`config.mk`:
```
export PLATFORM = sky130hd
export DESIGN_NAME = fixed_pass_sequencer
export DESIGN_NICKNAME = d
export VERILOG_FILES = /design/src/rtl/fps_pkg.sv /design/src/rtl/fps_addr_ctr.sv /design/src/rtl/fps_skip_ctl.sv /design/src/rtl/fixed_pass_sequencer.sv
export SDC_FILE = /design/constraint.sdc
export NUM_CORES = 1
export LEC_CHECK = 0
export BUFFER_PORTS_ARGS = -buffer_cell sky130_fd_sc_hd__buf_2
export CAP_MARGIN = 0
export CELL_PAD_IN_SITES_DETAIL_PLACEMENT = 1
export CELL_PAD_IN_SITES_GLOBAL_PLACEMENT = 1
export CORE_ASPECT_RATIO = 0.75
export CORE_UTILIZATION = 35
export CTS_CLUSTER_DIAMETER = 100
export DETAILED_ROUTE_END_ITERATION = 16
export GPL_ROUTABILITY_DRIVEN = 0
export GPL_TIMING_DRIVEN = 0
export PLACE_DENSITY = 0.95
export SYNTH_ARGS = -nofsm -noshare
export SYNTH_HDL_FRONTEND = slang
export SYNTH_HIERARCHICAL = 1
export SYNTH_SLANG_ARGS = --single-unit
export TNS_END_PERCENT = 1
```
`constraint.sdc`:
```
create_clock -name clk -period 2.75 [get_ports clk]
set_clock_uncertainty 0.1 [all_clocks]
set_input_delay 0.4125 -clock clk [delete_from_list [all_inputs] [get_ports clk]]
set_output_delay 0.4125 -clock clk [all_outputs]
set_load 0.02 [all_outputs]
```
`src/rtl/fps_pkg.sv`:
```
package fps_pkg;
  localparam int ADDR_W  = 10;
  localparam int CNT_W   = 8;
  localparam int FLAG_W  = 8;
  localparam int SEL_W   = $clog2(FLAG_W);
  localparam int OP_W    = 4;
  localparam int INSTR_W = OP_W + 1 + SEL_W + CNT_W;
  localparam logic [OP_W-1:0]    SKIP_OP  = '1;
  localparam logic [INSTR_W-1:0] NOP_WORD = '0;

  typedef struct packed {
    logic [OP_W-1:0]  op;
    logic             inv;
    logic [SEL_W-1:0] sel;
    logic [CNT_W-1:0] cnt;
  } skip_word_t;

  function automatic logic is_skip(input logic [INSTR_W-1:0] w);
    skip_word_t f;
    f = skip_word_t'(w);
    return f.op == SKIP_OP;
  endfunction

  function automatic logic skip_cond(input logic [INSTR_W-1:0] w,
                                     input logic [FLAG_W-1:0] flags);
    skip_word_t f;
    f = skip_word_t'(w);
    return flags[f.sel] ^ f.inv;
  endfunction

  function automatic logic [CNT_W-1:0] skip_len(input logic [INSTR_W-1:0] w);
    skip_word_t f;
    f = skip_word_t'(w);
    return f.cnt;
  endfunction
endpackage

```
`src/rtl/fps_addr_ctr.sv`:
```
module fps_addr_ctr #(
  parameter int ADDR_W = fps_pkg::ADDR_W
) (
  input  logic              clk,
  input  logic              rst_n,
  output logic [ADDR_W-1:0] pc,
  output logic              at_zero
);
  logic run_q;

  always_ff @(posedge clk) begin
    if (!rst_n) begin
      pc    <= '0;
      run_q <= 1'b0;
    end else begin
      pc    <= pc + 1'b1;
      run_q <= 1'b1;
    end
  end

  assign at_zero = (pc == '0);


  step_by_one_chk: assert property (@(posedge clk) disable iff (!rst_n)
    run_q |-> pc == ADDR_W'($past(pc) + 1'b1));
endmodule

```
`src/rtl/fps_skip_ctl.sv`:
```
module fps_skip_ctl
  import fps_pkg::*;
(
  input  logic               clk,
  input  logic               rst_n,
  input  logic [INSTR_W-1:0] word,
  input  logic [FLAG_W-1:0]  flags,
  output logic               dead,
  output logic               fire
);
  logic [CNT_W-1:0] left_q;
  logic [CNT_W-1:0] len;

  assign len  = skip_len(word);
  assign dead = (left_q != '0);
  assign fire = !dead && is_skip(word) && skip_cond(word, flags) && (len != '0);

  always_ff @(posedge clk) begin
    if (!rst_n)     left_q <= '0;
    else if (fire)  left_q <= len;
    else if (dead)  left_q <= left_q - 1'b1;
  end


  load_on_fire_chk: assert property (@(posedge clk) disable iff (!rst_n)
    fire |=> dead && left_q == $past(len));

  no_reload_chk: assert property (@(posedge clk) disable iff (!rst_n)
    dead |=> left_q == CNT_W'($past(left_q) - 1'b1));

  stay_live_chk: assert property (@(posedge clk) disable iff (!rst_n)
    (!dead && !fire) |=> !dead);
endmodule

```
`src/rtl/fixed_pass_sequencer.sv`:
```
module fixed_pass_sequencer
  import fps_pkg::*;
#(
  parameter int AW = ADDR_W
) (
  input  logic               clk,
  input  logic               rst_n,
  output logic [AW-1:0]      prog_addr,
  input  logic [INSTR_W-1:0] prog_data,
  input  logic [FLAG_W-1:0]  cond_flags,
  output logic [INSTR_W-1:0] issue_instr,
  output logic               issue_live,
  output logic               frame_start
);
  logic slot_dead;
  logic skip_fire;

  fps_addr_ctr #(.ADDR_W(AW)) u_ctr (
    .clk    (clk),
    .rst_n  (rst_n),
    .pc     (prog_addr),
    .at_zero(frame_start)
  );

  fps_skip_ctl u_skip (
    .clk  (clk),
    .rst_n(rst_n),
    .word (prog_data),
    .flags(cond_flags),
    .dead (slot_dead),
    .fire (skip_fire)
  );

  assign issue_live  = !slot_dead;
  assign issue_instr = slot_dead ? NOP_WORD : prog_data;


  marker_then_one_chk: assert property (@(posedge clk) disable iff (!rst_n)
    frame_start |=> prog_addr == AW'(1));

  dead_is_nop_chk: assert property (@(posedge clk) disable iff (!rst_n)
    !issue_live |-> issue_instr == NOP_WORD);

  fire_only_live_chk: assert property (@(posedge clk) disable iff (!rst_n)
    skip_fire |-> issue_live);
endmodule

```
==> metrics.txt, run 1 <==
DR iter-0 viols 50; detailed-route via count 1224; ANT cells 0; DR pass1 iterations 4; synthesis-to-layout area growth 32.2%; clock sink count 18; H-tree levels 1; cell row count 17; Worst EP arrival 2030 ps; syn_area_per_cell 8.48 um2; drt drc 0; post-synthesis sequential area ratio 0.310; Gate Count Post-Synth 137; dominant cells by area after synthesis dfxtp_1 31%, nor2b_1 5.4%, and2b_2 5.3%; Setup CP Type reg2out; DIE AREA 3560 um2; Max-cap violations 0; grt met2 use 0.340; Synth warnings 6; GRT met1 Usage 0.308; # port buffers 53; placed cell areas 1480 um2; initial antenna violation count 0; path depth of the worst reg2reg path 7; number of routed nets with antenna violations 0; Lkg Pwr 0.721 nW; async set-reset flop share out of synthesis 0; r2r endpoint u_skip/left_q[1]; Synth top area share 0.310; crit path to issue_instr[8]; final setup vio count 0; Placeable Area 3040 um2; PD cells 982 nW/um2; CTS max path bufs 2; Slew Limit Headroom 0.707; Critical Path Start u_skip/left_q[0]; Finished Cell Area 1540 um2; Mapped Area 1160 um2; gr usage total 0.217; gr ovfl total 0; Post-synth EDFFs 0; Final HPWL DP 2720 um; Main synth FF type dfxtp_1; Yosys cell types 35; Ports 54; Worst-Margin Slew 440 ps; ratio of cells with drive above 1 in the final layout 0.381; grt peak-use layer met2; WL final 3550 um; Final Non-Filler Cells 232; worst hold slack 305 ps; CTS root buf clkbuf_8; Setup crit end kind primary output; Power Total 1.51 mW; setup ws final 203 ps; total negative slack 0 ps; Wirelength per Cell 15.3 um; largest net degree at the start of global routing 14; DR vias/cell 5.28; #FFs+latches synth 18; Worst-path clk slew 70 ps; endpoints failing hold 0; Critical Path RT 2240 ps; CTS tree built; f_max 393 MHz; RSZ-0062 raised after global routing no; Die X 68.5 um; crit share post-route 0.926; Die Y 51.9 um; number of global-route vias before repair 1218; hold crit path type in2reg; CP Max Fanout 13; r2r setup slk 670 ps; total CTS buffers 3; worst r2r src u_skip/left_q[0]; Yosys top cell by area dfxtp_1; Finished Core Util 0.505; most frequent cell after synthesis dfxtp_1; worst vdd ir 0.000432 V; Starting Density 0.382; number of instances in the placed design 228; post-route minimum period 2550 ps; nets@finish 224; hold depth 2; M3 GR Usage 0.0461; hold_buf cts 0; Final Max Tran Viols 0; synthesized net count 166; Synth top cells by count 18 x dfxtp_1, 14 x nand2_1, 11 x nor2_1; worst skew pair latency 260 ps; Startpoint Class register; dpl ws 473 ps; global-route wire length before repair 5750 um; outcome finished, final reports clean
-- power breakdown --
group / switching [mW] / total [mW] / internal, mW
clock: 0.0927 / 0.220 / 0.127
combinational: 0.540 / 0.914 / 0.374
sequential: 0.0638 / 0.374 / 0.310
-- worst min path at each step --
stage / endpoint / start
global placement: u_ctr/pc[0] / u_ctr/pc[0]
finish: u_skip/left_q[2] / prog_data[2]
detailed placement: u_ctr/pc[0] / u_ctr/pc[0]
floorplan: u_ctr/pc[0] / u_ctr/pc[0]
CTS: u_skip/left_q[2] / prog_data[2]
global route: u_skip/left_q[2] / prog_data[2]
-- metal layers --
layer / vias to the layer above / share of wire
met2: 23 / 0.49
met4: 0 / 0.0028
met1: 599 / 0.47
li1: 600 / -
met5: - / 0
met3: 2 / 0.041
-- worst max-delay path, stage by stage, from the launching register on --
cell	delay (ps)
dfxtp_1	310
inv_1	110
ha_1	260
nor3b_4	330
nand2_2	230
buf_6	210
nor2b_1	140
buf_2	180
-- cell usage in the layout (no fill, tap or decap), types with 5 or more instances in the layout --
cell     netlist  layout
a21oi_1        8       8
and2b_2        7       7
buf_2          0      53
dfxtp_1       18      18
inv_1          8       8
mux2i_1        5       5
nand2_1       14      14
nand3_1        6       6
nor2_1        11      11
nor2b_1       10      10
nor4_1         5       5
o22ai_1        5       5
-- sequential cells by signal (all words and copies together) (netlist names) --
name / count
u_ctr/pc: 10
u_skip/left_q: 8
-- logic make-up after synthesis --
group | count (synthesis) | share of synthesized area
XOR/XNOR | 7 | 0.0527
AO/OA/AOI/OAI | 22 | 0.113
AND/OR/NAND/NOR | 69 | 0.352
flip-flops | 18 | 0.310
buffers and inverters | 10 | 0.0387
adder cells (fa/ha/maj) | 3 | 0.0323
multiplexers | 8 | 0.101
-- timing repair --
item                                    CTS  global route
endpoints found under the hold margin     0             0
resized for setup                         0             1
setup buffers                             0             0
endpoints found under the setup margin    0             4
-- layout make-up --
type / instances / area [um2]
Buffer: 2 / 15.0
Clock buffer: 4 / 55.1
Fill cell: 390 / 1510
Inverter: 8 / 30.0
Multi-Input combinational cell: 109 / 763
Sequential cell: 18 / 360
Tap cell: 38 / 47.5
Timing Repair Buffer: 53 / 265
No activity file was read; power rests on OpenSTA's default activity.
==> run 2, diff against run 1 <==
Settings changed: ABC_AREA set to 1, CORE_UTILIZATION 35 to 34.
==> run 2 against run 1 <==
  * Total power shrank 1.7%
  * Flip-flop and latch count is the same
  * Synthesized cell count grew 49%
  * Combinational power grew 2.2%
  * Sequential share of layout area shrank 1.7 points
  * Routed wire length grew 15%
  * Final cell count grew 34%
  * Clock power shrank 16%
  * Fmax grew 2.9%
  * Via count grew 18%
  * Largest cell class unchanged
==> metrics.txt, run 2 <==
outcome finished, final reports clean; dpl ws 574 ps; Layout fillers 488; #FFs+latches synth 18; Worst-Margin Slew 278 ps; Placeable Area 3450 um2; worst hold slack 322 ps; hold crit path type in2reg; worst vdd ir 0.000394 V; Finished Cell Area 1660 um2; Ports 54; CP Max Fanout 10; Power Total 1.48 mW; Synth top area share 0.280; CTS root buf clkbuf_8; endpoints failing hold 0; Main synth FF type dfxtp_1; Post-synth EDFFs 0; synthesis-to-layout area growth 28.6%; CTS tree built; clock sink count 18; Final Non-Filler Cells 310; most frequent cells in the layout 54 x buf_2, 42 x inv_1, 42 x nor2_1; cts repair resizes 0; cell row count 18; global-route wire length before repair 6520 um; worst skew pair latency 250 ps; gr ovfl total 0; Slew Limit Headroom 0.814; initial antenna violation count 0; synthesized net count 233; syn_area_per_cell 6.32 um2; Final HPWL DP 3060 um; Critical Path RT 2240 ps; f_max 404 MHz; ratio of cells with drive above 1 in the final layout 0.288; nets@finish 291; internal power 0.769 mW; WL final 4060 um; Finished Core Util 0.481; PD cells 895 nW/um2; hold_buf cts 0; Worst EP arrival 1960 ps; GRT met1 Usage 0.262; largest net degree at the start of global routing 11; Reg power frac 0.245; Post-CTS Setup Bufs 0; clock power share 0.125; Lkg Pwr 0.962 nW; commonest non-fill, non-tap cell in the layout buf_2; Die Y 55.3 um; Setup CP Type reg2out; drt drc 0; Sw Pwr 0.714 mW; dominant cells by area after synthesis dfxtp_1 28%, inv_1 12%, nor2_1 12%; grt met2 use 0.349; # port buffers 53; post-synthesis sequential area ratio 0.280; Comb pwr share 0.630; Final Max Tran Viols 0; Starting Density 0.374; sw frac 0.481; final setup vio count 0; placed cell areas 1620 um2; Worst-path clk slew 70 ps; M3 GR Usage 0.0456; Mapped Area 1290 um2; Max-cap violations 0; post-route minimum period 2480 ps; Synth top cells by count 42 x inv_1, 42 x nor2_1, 39 x nand2_1; largest register by flop count u_ctr/pc; Synth warnings 6; Die X 73.1 um; total CTS buffers 3; DIE AREA 4040 um2; setup ws final 275 ps; max reg flops 10; ANT cells 0; Gate Count Post-Synth 204; total negative slack 0 ps; number of routed nets with antenna violations 0; DR iter-0 viols 61; H-tree levels 1; DR pass1 iterations 4; Startpoint Class register; number of instances in the placed design 307; Yosys cell types 27; RSZ-0062 raised after global routing no; CTS max path bufs 2; Wirelength per Cell 13.1 um; DR vias/cell 4.65; detailed-route via count 1440; largest registers u_ctr/pc: 10 flops, u_skip/left_q: 8 flops; grt peak-use layer met2; number of global-route vias before repair 1445; gr usage total 0.207; Setup crit end kind primary output; Yosys top cell by area dfxtp_1; crit share post-route 0.900; async set-reset flop share out of synthesis 0
## run 2: final timing paths
path | startpoint | endpoint | slack [ps] | cells after the start
worst max register to register | u_skip/left_q[0] | u_skip/left_q[1] | 890 | 11
worst min-delay path | prog_data[7] | u_skip/left_q[7] | 320 | 3
worst max-delay path | u_skip/left_q[0] | issue_instr[14] | 270 | 9
worst min register to register | u_ctr/pc[0] | u_ctr/pc[0] | 420 | 1
## run 2: power by group through the flow
stage                     registers, mW  clock network (mW)  logic (mW)
final                             0.364               0.185       0.934
after global routing              0.369               0.202        1.02
after CTS                         0.364               0.188       0.936
after detailed placement          0.368                   0       0.919
after global placement            0.364                   0       0.880
after floorplan                   0.362                   0       0.672
## run 2: critical path, cell delays in order (launching register included)
cell and delay (ps):
dfxtp_1 320, inv_1 140, ha_1 230, nand2_2 110
nor2_4 130, nand3b_4 160, buf_6 190, buf_8 140
nor2_1 100, buf_2 180
## run 2: cells by family after synthesis
logic type,synth area share
flops,0.280
xor+xnor,0.0408
buf+inv,0.153
compound gates,0.0709
fa+ha+maj,0.0291
simple gates,0.426
## run 2: cell type report
type | count | area (um2) | share of cell area
plain buffers | 3 | 31.3 | 0.0189
flip-flops and latches | 18 | 360 | 0.217
well taps | 50 | 62.6 | 0.0377
multi-input cells | 139 | 731 | 0.441
clock buffers | 3 | 41.3 | 0.0249
repair buffers | 53 | 265 | 0.160
inverters | 44 | 166 | 0.100
## run 2: layer usage
| layer | wire, um | vias up |
|---|---|---|
| li1 | - | 729 |
| met3 | 129 | 6 |
| met2 | 2050 | 29 |
| met4 | 64 | 0 |
| met1 | 1820 | 676 |
| met5 | 0 | - |
==> run 3, diff against run 2 <==
Settings changed: CORE_ASPECT_RATIO 0.75 to not set.
==> run 3 against run 2 <==
  * Register-to-register slack improved by 20 ps
  * Clock power hardly changed
  * Fmax is 5.6% higher
  * Critical path depth unchanged
  * Largest cell class unchanged
  * Clock-buffer cell count stayed put
  * Total power fell by 2.9%
  * Hold slack better by 2.5 ps
  * Highest routed layer unchanged
==> metrics.txt, run 3 (same netlist as run 2, synthesis figures left out) <==
outcome finished, final reports clean; Wirelength per Cell 10.7 um; Critical Path RT 2240 ps; Power Total 1.44 mW; initial antenna violation count 0; Layout fillers 528; Finished Cell Area 1660 um2; cts repair resizes 0; hold_buf cts 0; placed cell areas 1610 um2; DR iter-0 viols 41; drt drc 0; worst r2r src u_skip/left_q[0]; RSZ-0062 raised after global routing no; CP Max Fanout 10; largest register by flop count u_ctr/pc; Setup CP Type reg2out; path depth of the worst reg2reg path 9; Ports 54; Slew Limit Headroom 0.822; CTS max path bufs 2; worst skew pair latency 250 ps; Worst-Margin Slew 266 ps; Crit path buffers/inverters 4; Die X 63.6 um; worst vdd ir 0.000465 V; Starting Density 0.352; # port buffers 53; Die Y 63.6 um; final setup vio count 0; post-route minimum period 2340 ps; hold depth 3; Post-CTS Setup Bufs 0; min-delay src prog_data[7]; WL final 3300 um; slowest CP cell dfxtp_1; hold crit path type in2reg; ratio of cells with drive above 1 in the final layout 0.288; area of the multi-input gates 731 um2; gr usage total 0.187; DR vias/cell 4.50; DR pass1 iterations 4; f_max 427 MHz; nets@finish 291; Final Max Tran Viols 0; Max-cap violations 0; CTS tree built; cell row count 22; commonest non-fill, non-tap cell in the layout buf_2; Setup crit end kind primary output; Reg area 360 um2; max reg flops 10; largest net degree at the start of global routing 11; CP max stage delay 300 ps; crit-path cells inv_1 > ha_1 > nand2_2 > nor2_4 > nand3b_4 > buf_6 > buf_8 > nor2_1 > buf_2; number of global-route vias before repair 1433; total negative slack 0 ps; PD cells 870 nW/um2; r2r endpoint u_skip/left_q[0]; worst hold slack 324 ps; Startpoint Class register; Worst EP arrival 1830 ps; Worst-path clk slew 60 ps; largest registers u_ctr/pc: 10 flops, u_skip/left_q: 8 flops; Worst Hold Path EP u_skip/left_q[7]; endpoints failing hold 0; CP top delay family buffers and inverters; Final HPWL DP 2780 um; DIE AREA 4040 um2; gr ovfl total 0; total CTS buffers 3; Lkg Pwr 0.962 nW; CTS root buf clkbuf_8; clock sink count 18; number of routed nets with antenna violations 0; H-tree levels 1; synthesis-to-layout area growth 28.4%; global-route wire length before repair 5940 um; crit share post-route 0.852; detailed-route via count 1387; r2r setup slk 910 ps; Critical Path Start u_skip/left_q[0]; Placeable Area 3660 um2; ANT cells 0; most frequent cells in the layout 54 x buf_2, 42 x inv_1, 42 x nor2_1
run 3: layer usage:
metal | up-vias | routed length, um | track usage
li1 | 724 | - | -
met5 | - | 0 | 0
met2 | 44 | 1700 | 0.366
met1 | 614 | 1410 | 0.198
met4 | 0 | 57 | 0.0767
met3 | 5 | 136 | 0.0217
run 3: how the worst max path moves through the flow:
stage                                 end  slack [ps]  depth (start not counted)
after floorplan           issue_instr[10]         740                          8
after global placement    issue_instr[10]         670                          9
after detailed placement   issue_instr[7]         660                          9
after CTS                  issue_instr[7]         370                          9
after global routing       issue_instr[9]         210                          9
final                     issue_instr[11]         410                          9
run 3: area by class of cell:
class	count	share of cell area
Tap cell	48	0.0363
Buffer	3	0.0189
Timing Repair Buffer	53	0.160
Inverter	44	0.101
Multi-Input combinational cell	139	0.441
Clock buffer	3	0.0249
Sequential cell	18	0.218
run 3: metrics by stage:
stage | util | cells | worst slack (ps)
4_1_cts | 0.452 | 308 | 371
3_5_place_dp | 0.441 | 305 | 660
5_1_grt | 0.452 | 308 | 211
3_3_place_gp | 0.441 | 305 | 670
6_report | 0.452 | 308 | 407
2_1_floorplan | - | 204 | 741
run 3: power breakdown:
part	internal (mW)	switching (mW)
Combinational	0.357	0.541
Clock	0.0974	0.0847
Sequential	0.314	0.0461
Total	0.769	0.672
run 3: tightest hold or removal path: cells and delay by family:
kind	cells	cell delay (ps)
and+or+nand+nor	2	130
buffers and inverters	1	100
